`src/rtl/fastcall_pkg.sv`:
```
package fastcall_pkg;
    typedef enum logic {ST_IDLE, ST_RESOLVE} fc_state_e;

    localparam int DESC_W      = 64;
    localparam logic [3:0] CODE_TYPE  = 4'd11;
    localparam logic [3:0] STACK_TYPE = 4'd3;
    localparam logic [31:0] FLAT_BASE  = 32'h0;
    localparam logic [19:0] FLAT_LIMIT = 20'hFFFFF;
    localparam logic DESC_S  = 1'b1;
    localparam logic DESC_P  = 1'b1;
    localparam logic DESC_DB = 1'b1;
    localparam logic DESC_G  = 1'b1;
    localparam logic DESC_A  = 1'b0;

    localparam int FLAG_VM_BIT = 17;
    localparam int FLAG_RF_BIT = 16;
    localparam int FLAG_IF_BIT = 9;
endpackage

```
`src/rtl/fastcall_gate.sv`:
```
module fastcall_gate #(
    parameter int SEL_W = 16
) (
    input  logic             exit_cmd,
    input  logic             pe,
    input  logic [1:0]       cpl,
    input  logic [SEL_W-1:0] sel_base,
    output logic             fault
);
    logic sel_null;
    always_comb begin
        sel_null = (sel_base[SEL_W-1:2] == '0);
        fault    = !pe || sel_null || (exit_cmd && (cpl != 2'd0));
    end
endmodule

```
`src/rtl/fastcall_selgen.sv`:
```
module fastcall_selgen #(
    parameter int SEL_W = 16
) (
    input  logic             exit_cmd,
    input  logic [SEL_W-1:0] sel_base,
    output logic [SEL_W-1:0] code_sel,
    output logic [SEL_W-1:0] stack_sel
);
    localparam logic [SEL_W-1:0] STEP8  = SEL_W'(8);
    localparam logic [SEL_W-1:0] STEP16 = SEL_W'(16);

    logic [SEL_W-1:0] plus8, plus16, exit_cs;
    always_comb begin
        plus8   = sel_base + STEP8;
        plus16  = sel_base + STEP16;
        exit_cs = {plus16[SEL_W-1:2], 2'b11};
        if (exit_cmd) begin
            code_sel  = exit_cs;
            stack_sel = exit_cs + STEP8;
        end else begin
            code_sel  = {sel_base[SEL_W-1:2], 2'b00};
            stack_sel = {plus8[SEL_W-1:2], 2'b00};
        end
    end
endmodule

```
`src/rtl/fastcall_descpack.sv`:
```
module fastcall_descpack
    import fastcall_pkg::*;
(
    input  logic [3:0]        seg_type,
    input  logic [1:0]        dpl,
    output logic [DESC_W-1:0] desc
);
    logic [15:0] w0, w1, w2, w3;
    always_comb begin
        w0 = FLAT_LIMIT[15:0];
        w1 = FLAT_BASE[15:0];
        w2 = {DESC_P, dpl, DESC_S, seg_type, FLAT_BASE[23:16]};
        w3 = {FLAT_BASE[31:24], DESC_G, DESC_DB, 1'b0, DESC_A, FLAT_LIMIT[19:16]};
        desc = {w3, w2, w1, w0};
    end
endmodule

```
`src/rtl/fastcall_seg_loader.sv`:
```
module fastcall_seg_loader
    import fastcall_pkg::*;
#(
    parameter int SEL_W  = 16,
    parameter int ADDR_W = 32,
    parameter int FLAG_W = 32
) (
    input  logic              clk,
    input  logic              rst_n,
    input  logic              req_i,
    input  logic              exit_i,
    input  logic              pe_i,
    input  logic [1:0]        cpl_i,
    input  logic [SEL_W-1:0]  sel_base_i,
    input  logic [ADDR_W-1:0] msr_sp_i,
    input  logic [ADDR_W-1:0] msr_ip_i,
    input  logic [ADDR_W-1:0] gpr_cnt_i,
    input  logic [ADDR_W-1:0] gpr_dat_i,
    output logic              done_o,
    output logic              fault_o,
    output logic [SEL_W-1:0]  code_sel_o,
    output logic [SEL_W-1:0]  stack_sel_o,
    output logic [DESC_W-1:0] code_desc_o,
    output logic [DESC_W-1:0] stack_desc_o,
    output logic [ADDR_W-1:0] sp_o,
    output logic [ADDR_W-1:0] ip_o,
    output logic [FLAG_W-1:0] flag_clr_o
);
    localparam int NSEG = 2;
    localparam logic [FLAG_W-1:0] ENTRY_CLR =
        (FLAG_W'(1) << FLAG_VM_BIT) | (FLAG_W'(1) << FLAG_RF_BIT) | (FLAG_W'(1) << FLAG_IF_BIT);

    fc_state_e state_q, state_d;

    logic              cap_exit, cap_pe;
    logic [1:0]        cap_cpl;
    logic [SEL_W-1:0]  cap_sel;
    logic [ADDR_W-1:0] cap_sp, cap_ip;

    logic              fault_w;
    logic [SEL_W-1:0]  cs_w, ss_w;
    logic [1:0]        dpl_w;
    logic [DESC_W-1:0] desc_w [NSEG];

    fastcall_gate #(.SEL_W(SEL_W)) u_gate (
        .exit_cmd (cap_exit),
        .pe       (cap_pe),
        .cpl      (cap_cpl),
        .sel_base (cap_sel),
        .fault    (fault_w)
    );

    fastcall_selgen #(.SEL_W(SEL_W)) u_selgen (
        .exit_cmd  (cap_exit),
        .sel_base  (cap_sel),
        .code_sel  (cs_w),
        .stack_sel (ss_w)
    );

    assign dpl_w = cap_exit ? 2'd3 : 2'd0;

    for (genvar g = 0; g < NSEG; g++) begin : g_seg
        localparam logic [3:0] SEG_TYPE = (g == 0) ? CODE_TYPE : STACK_TYPE;
        fastcall_descpack u_pack (
            .seg_type (SEG_TYPE),
            .dpl      (dpl_w),
            .desc     (desc_w[g])
        );
    end

    // state register
    always_comb begin
        state_d = state_q;
        unique case (state_q)
            ST_IDLE:    if (req_i) state_d = ST_RESOLVE;
            ST_RESOLVE: state_d = ST_IDLE;
        endcase
    end

    always_ff @(posedge clk) begin
        if (!rst_n) state_q <= ST_IDLE;
        else        state_q <= state_d;
    end

    // operand capture and result outputs
    always_ff @(posedge clk) begin
        if (!rst_n) begin
            cap_exit     <= 1'b0;
            cap_pe       <= 1'b0;
            cap_cpl      <= '0;
            cap_sel      <= '0;
            cap_sp       <= '0;
            cap_ip       <= '0;
            done_o       <= 1'b0;
            fault_o      <= 1'b0;
            code_sel_o   <= '0;
            stack_sel_o  <= '0;
            code_desc_o  <= '0;
            stack_desc_o <= '0;
            sp_o         <= '0;
            ip_o         <= '0;
            flag_clr_o   <= '0;
        end else begin
            done_o  <= 1'b0;
            fault_o <= 1'b0;
            unique case (state_q)
                ST_IDLE: begin
                    if (req_i) begin
                        cap_exit <= exit_i;
                        cap_pe   <= pe_i;
                        cap_cpl  <= cpl_i;
                        cap_sel  <= sel_base_i;
                        cap_sp   <= exit_i ? gpr_cnt_i : msr_sp_i;
                        cap_ip   <= exit_i ? gpr_dat_i : msr_ip_i;
                    end
                end
                ST_RESOLVE: begin
                    if (fault_w) begin
                        fault_o <= 1'b1;
                    end else begin
                        done_o       <= 1'b1;
                        code_sel_o   <= cs_w;
                        stack_sel_o  <= ss_w;
                        code_desc_o  <= desc_w[0];
                        stack_desc_o <= desc_w[1];
                        sp_o         <= cap_sp;
                        ip_o         <= cap_ip;
                        flag_clr_o   <= cap_exit ? '0 : ENTRY_CLR;
                    end
                end
            endcase
        end
    end
endmodule

```
`config.mk`:
```
export PLATFORM = sky130hd
export DESIGN_NAME = fastcall_seg_loader
export DESIGN_NICKNAME = d
export VERILOG_FILES = /design/src/rtl/fastcall_pkg.sv /design/src/rtl/fastcall_gate.sv /design/src/rtl/fastcall_selgen.sv /design/src/rtl/fastcall_descpack.sv /design/src/rtl/fastcall_seg_loader.sv
export SDC_FILE = /design/constraint.sdc
export NUM_CORES = 1
export LEC_CHECK = 0
export BUFFER_PORTS_ARGS = -buffer_cell sky130_fd_sc_hd__buf_4
export CAP_MARGIN = 20
export CORE_MARGIN = 8
export CORE_UTILIZATION = 35
export DETAILED_ROUTE_END_ITERATION = 10
export PLACE_DENSITY = 0.7
export SYNTH_ARGS = -nofsm -noshare
export SYNTH_HDL_FRONTEND = slang
export SYNTH_SLANG_ARGS = --single-unit
```
`constraint.sdc`:
```
create_clock -name clk -period 3.5 [get_ports clk]
set_input_delay 0 -clock clk [delete_from_list [all_inputs] [get_ports clk]]
set_output_delay 0 -clock clk [all_outputs]
set_load 0.1 [all_outputs]
```
==> reports/metrics.csv <==
stage,metric,value,unit
worst_setup_path,reg2reg_from,cap_sel[4]$_SDFFE_PN0P_,
grt,top_usage_layer,met2,
finish,final_util,0.508,
hold_path,holdCritStartpoint,gpr_cnt_i[13],
detailed_routing,initialDrtViolationCount,415,
clock_tree,cts_made_buffers,17,
worst_setup_path,reg2reg_depth,7,
clock_tree,post_cts_buffers,0,
synth,yosys.area.top_type,dfxtp_1,
timing,hold_viol_final,0,
clock_tree,cts_tree,built,
place,gp_congestion,0.804,
synth,yosysUniqueCellTypes,48,
timing,min_period,2.54,ns
timing,setup_viol,0,
hold_path,hold_depth,3,
worst_setup_path,critPathLaunchType,flip-flop,
finish,syn_to_final_growth,43.5,%
die,die_h,172,µm
die,io_pins,409,
detailed_routing,routed_wl,26400,µm
grt,grt_max_degree,81,
detailed_routing,vias,7865,
finish,drive_gt1_frac,0.259,
clock_tree,cts-root-buf,clkbuf_16,
synth,ys_seq_area_frac,0.420,
place,io_buffers,306,
synth,synthTopCellsByArea,"dfxtp_1 42%, buf_4 14%, nand2_1 8.5%",
clock_tree,cts_resized,0,
die,core_area,24100,µm²
die,die_w,172,µm
timing,slew_violations,0,
detailed_routing,viasPerCell,4.60,
synth,synth_flop_cell,dfxtp_1,
detailed_routing,ant_nets,0,
grt,gr-total-overflow,0,
die,die-area,29600,µm²
run,cap_viol_max_count,0,
worst_setup_path,required,3.86,ns
grt,grt_util_met3,0.0457,
synth,netlist_area,8530,µm²
die,rows,57,
grt,grt_pass1_vias,7424,
worst_setup_path,crit_type,reg2reg,
grt,grt_use_total,0.165,
detailed_routing,route.detailed.drc,0,
detailed_routing,firstDrtPassIters,5,
timing,clock.fmax,393,MHz
timing,max_slew_margin,0.417,
worst_setup_path,crit_fanout,8,
synth,async_flop_share,0,
timing,tightest_slew,0.872,ns
power_and_ir_drop,power_density,441,nW/µm²
clock_tree,clockBufferDepth,2,
clock_tree,clk_pin_slew,0.07,ns
place,dpl.hpwl,18100,µm
clock_tree,clock_latency,0.43,ns
power_and_ir_drop,p_leak,5.36,nW
finish,final_net_count,1523,
synth,ys_warn_count,0,
timing,tns,0,ns
clock_tree,clock-sinks,179,
run_status,status,"complete, no violations",
synth,synth_edf_count,0,
power_and_ir_drop,max-vdd-ir-drop,0.236,mV
hold_path,holdPathEnd,cap_sp[13]$_SDFFE_PN0P_,
die,start_util,0.354,
timing,timing.final.crit_share,0.727,
timing,rsz0062_at_grt,no,
synth,netlist.area_leader.share,0.420,
grt,grt_pass1_wl,39100,µm
grt,use_met1,0.181,
grt,use_met2,0.296,
synth,synth.avg_cell_area,8.30,µm²
grt,antenna_found_initial,4,
worst_setup_path,r2r-end,stack_sel_o[15]$_SDFFE_PN0P_,
worst_setup_path,crit_path_end_kind,flip-flop,
detailed_routing,wire_per_inst,15.5,µm
worst_setup_path,arrival,2.91,ns
synth,ys_ff_latch,179,
hold_path,hold_path_class,in2reg,
worst_setup_path,r2r_slack,0.96,ns
clock_tree,cts-hold-fix-buffers,140,
clock_tree,ctsHtreeMaxLevel,4,
synth,syn_inst,1028,
timing,skew,0.0174,ns
==> cell type report <==
cell class	count	area (µm²)
tap	324	405
clock buffer	18	429
inverter	5	21.3
fill	2192	11900
multi-input combinational	707	3800
timing repair buffer	459	3840
antenna	2	5.00
clock inverter	14	164
sequential	179	3580
==> flip-flops by register name (all words and copies together), names as in the netlist <==
signal        flops
cap_ip           32
cap_sp           32
ip_o             32
sp_o             32
code_sel_o       15
cap_sel          14
stack_sel_o      13
cap_cpl           2
cap_exit          1
cap_pe            1
done_o            1
fault_o           1
flag_clr_o        1
stack_desc_o      1
state_q           1
==> power breakdown <==
| group | internal (mW) | total (mW) | switching, mW |
|---|---|---|---|
| registers | 2.12 | 2.19 | 0.0660 |
| clock network | 1.02 | 1.91 | 0.893 |
| logic | 0.379 | 1.30 | 0.922 |
| total | 3.52 | 5.40 | 1.88 |
==> Yosys cell counts, types with 7 or more instances <==
master and number:
a211oi_1 73, a21oi_1 92, buf_1 7, buf_2 7
buf_4 163, clkbuf_1 57, dfxtp_1 179, mux2i_1 64
nand2_1 194, nand3_1 13, nand4_1 8, nor2_1 90
nor3_1 8, xnor2_1 14
==> worst max-delay path: stages, from the launching register on <==
cell,delay (ns)
dfxtp_1,0.50
ha_1,0.38
nand4_1,0.15
xnor2_1,0.40
nand4_1,0.27
nand2b_1,0.22
or4_1,0.48
nand3_1,0.09
==> through the flow <==
step / setup WS, ns / power [mW] / cell area (µm²) / cells / hold slack [ns]
3_5_place_dp: 0.959 / 3.37 / 10200 / 1532 / 0.262
3_3_place_gp: 0.993 / 3.36 / 10200 / 1532 / 0.253
6_report: 0.956 / 5.40 / 12200 / 1708 / 0.00472
4_1_cts: 0.941 / 5.42 / 12200 / 1704 / 0.00167
5_1_grt: 0.691 / 5.61 / 12200 / 1707 / 0.00708
2_1_floorplan: 1.21 / 3.23 / 8910 / 1127 / 0.136
==> cell usage in the layout, fill, tap and decap left out, types with 3 or more instances in the layout <==
| master | synthesis | layout |
|---|---|---|
| inv_1 | 4 | 4 |
| nand3_1 | 13 | 13 |
| o21ai_0 | 6 | 6 |
| conb_1 | 1 | 100 |
| clkbuf_16 | 0 | 17 |
| clkinv_4 | 0 | 3 |
| dfxtp_1 | 179 | 178 |
| mux2i_1 | 64 | 64 |
| nor2_1 | 90 | 90 |
| xnor2_1 | 14 | 14 |
| nor3_1 | 8 | 8 |
| nor4_1 | 3 | 3 |
| a211oi_1 | 73 | 73 |
| dlygate4sd3_1 | 0 | 142 |
| nand4_1 | 8 | 8 |
| buf_12 | 0 | 3 |
| ha_1 | 3 | 3 |
| a21oi_1 | 92 | 92 |
| nand2_1 | 194 | 194 |
| buf_4 | 163 | 314 |
| and2_1 | 3 | 3 |
| xor2_1 | 6 | 6 |
| inv_8 | 0 | 4 |
==> worst max-delay path by stage <==
| stage | cells past startpoint | slack (ns) | startpoint | to |
|---|---|---|---|---|
| 3_5_place_dp | 7 | 0.96 | cap_sel[4]$_SDFFE_PN0P_ | stack_sel_o[15]$_SDFFE_PN0P_ |
| 5_1_grt | 7 | 0.69 | cap_sel[4]$_SDFFE_PN0P_ | stack_sel_o[15]$_SDFFE_PN0P_ |
| 3_3_place_gp | 7 | 0.99 | cap_sel[4]$_SDFFE_PN0P_ | stack_sel_o[15]$_SDFFE_PN0P_ |
| 4_1_cts | 7 | 0.94 | cap_sel[4]$_SDFFE_PN0P_ | stack_sel_o[15]$_SDFFE_PN0P_ |
| 2_1_floorplan | 1 | 1.21 | stack_desc_o[44]$_SDFFE_PN0P_ | code_desc_o[10] |
| 6_report | 7 | 0.96 | cap_sel[4]$_SDFFE_PN0P_ | stack_sel_o[15]$_SDFFE_PN0P_ |
==> routing by layer <==
| layer | vias up | share of wire |
|---|---|---|
| li1 | 3876 | - |
| met1 | 3633 | 0.37 |
| met2 | 303 | 0.51 |
| met3 | 47 | 0.090 |
| met4 | 6 | 0.028 |
| met5 | - | 0.0011 |
==> logic make-up after synthesis <==
| kind of cell | Yosys count | share of synthesized area |
|---|---|---|
| AND/OR/NAND/NOR | 334 | 0.163 |
| buffers and inverters | 241 | 0.180 |
| AO/OA/AOI/OAI | 185 | 0.135 |
| flip-flops | 179 | 0.420 |
| multiplexers | 64 | 0.0751 |
| XOR/XNOR | 21 | 0.0224 |
| adder cells (fa/ha/maj) | 3 | 0.00440 |
| other | 1 | 0.000439 |
(Power assumes the default switching activity.)
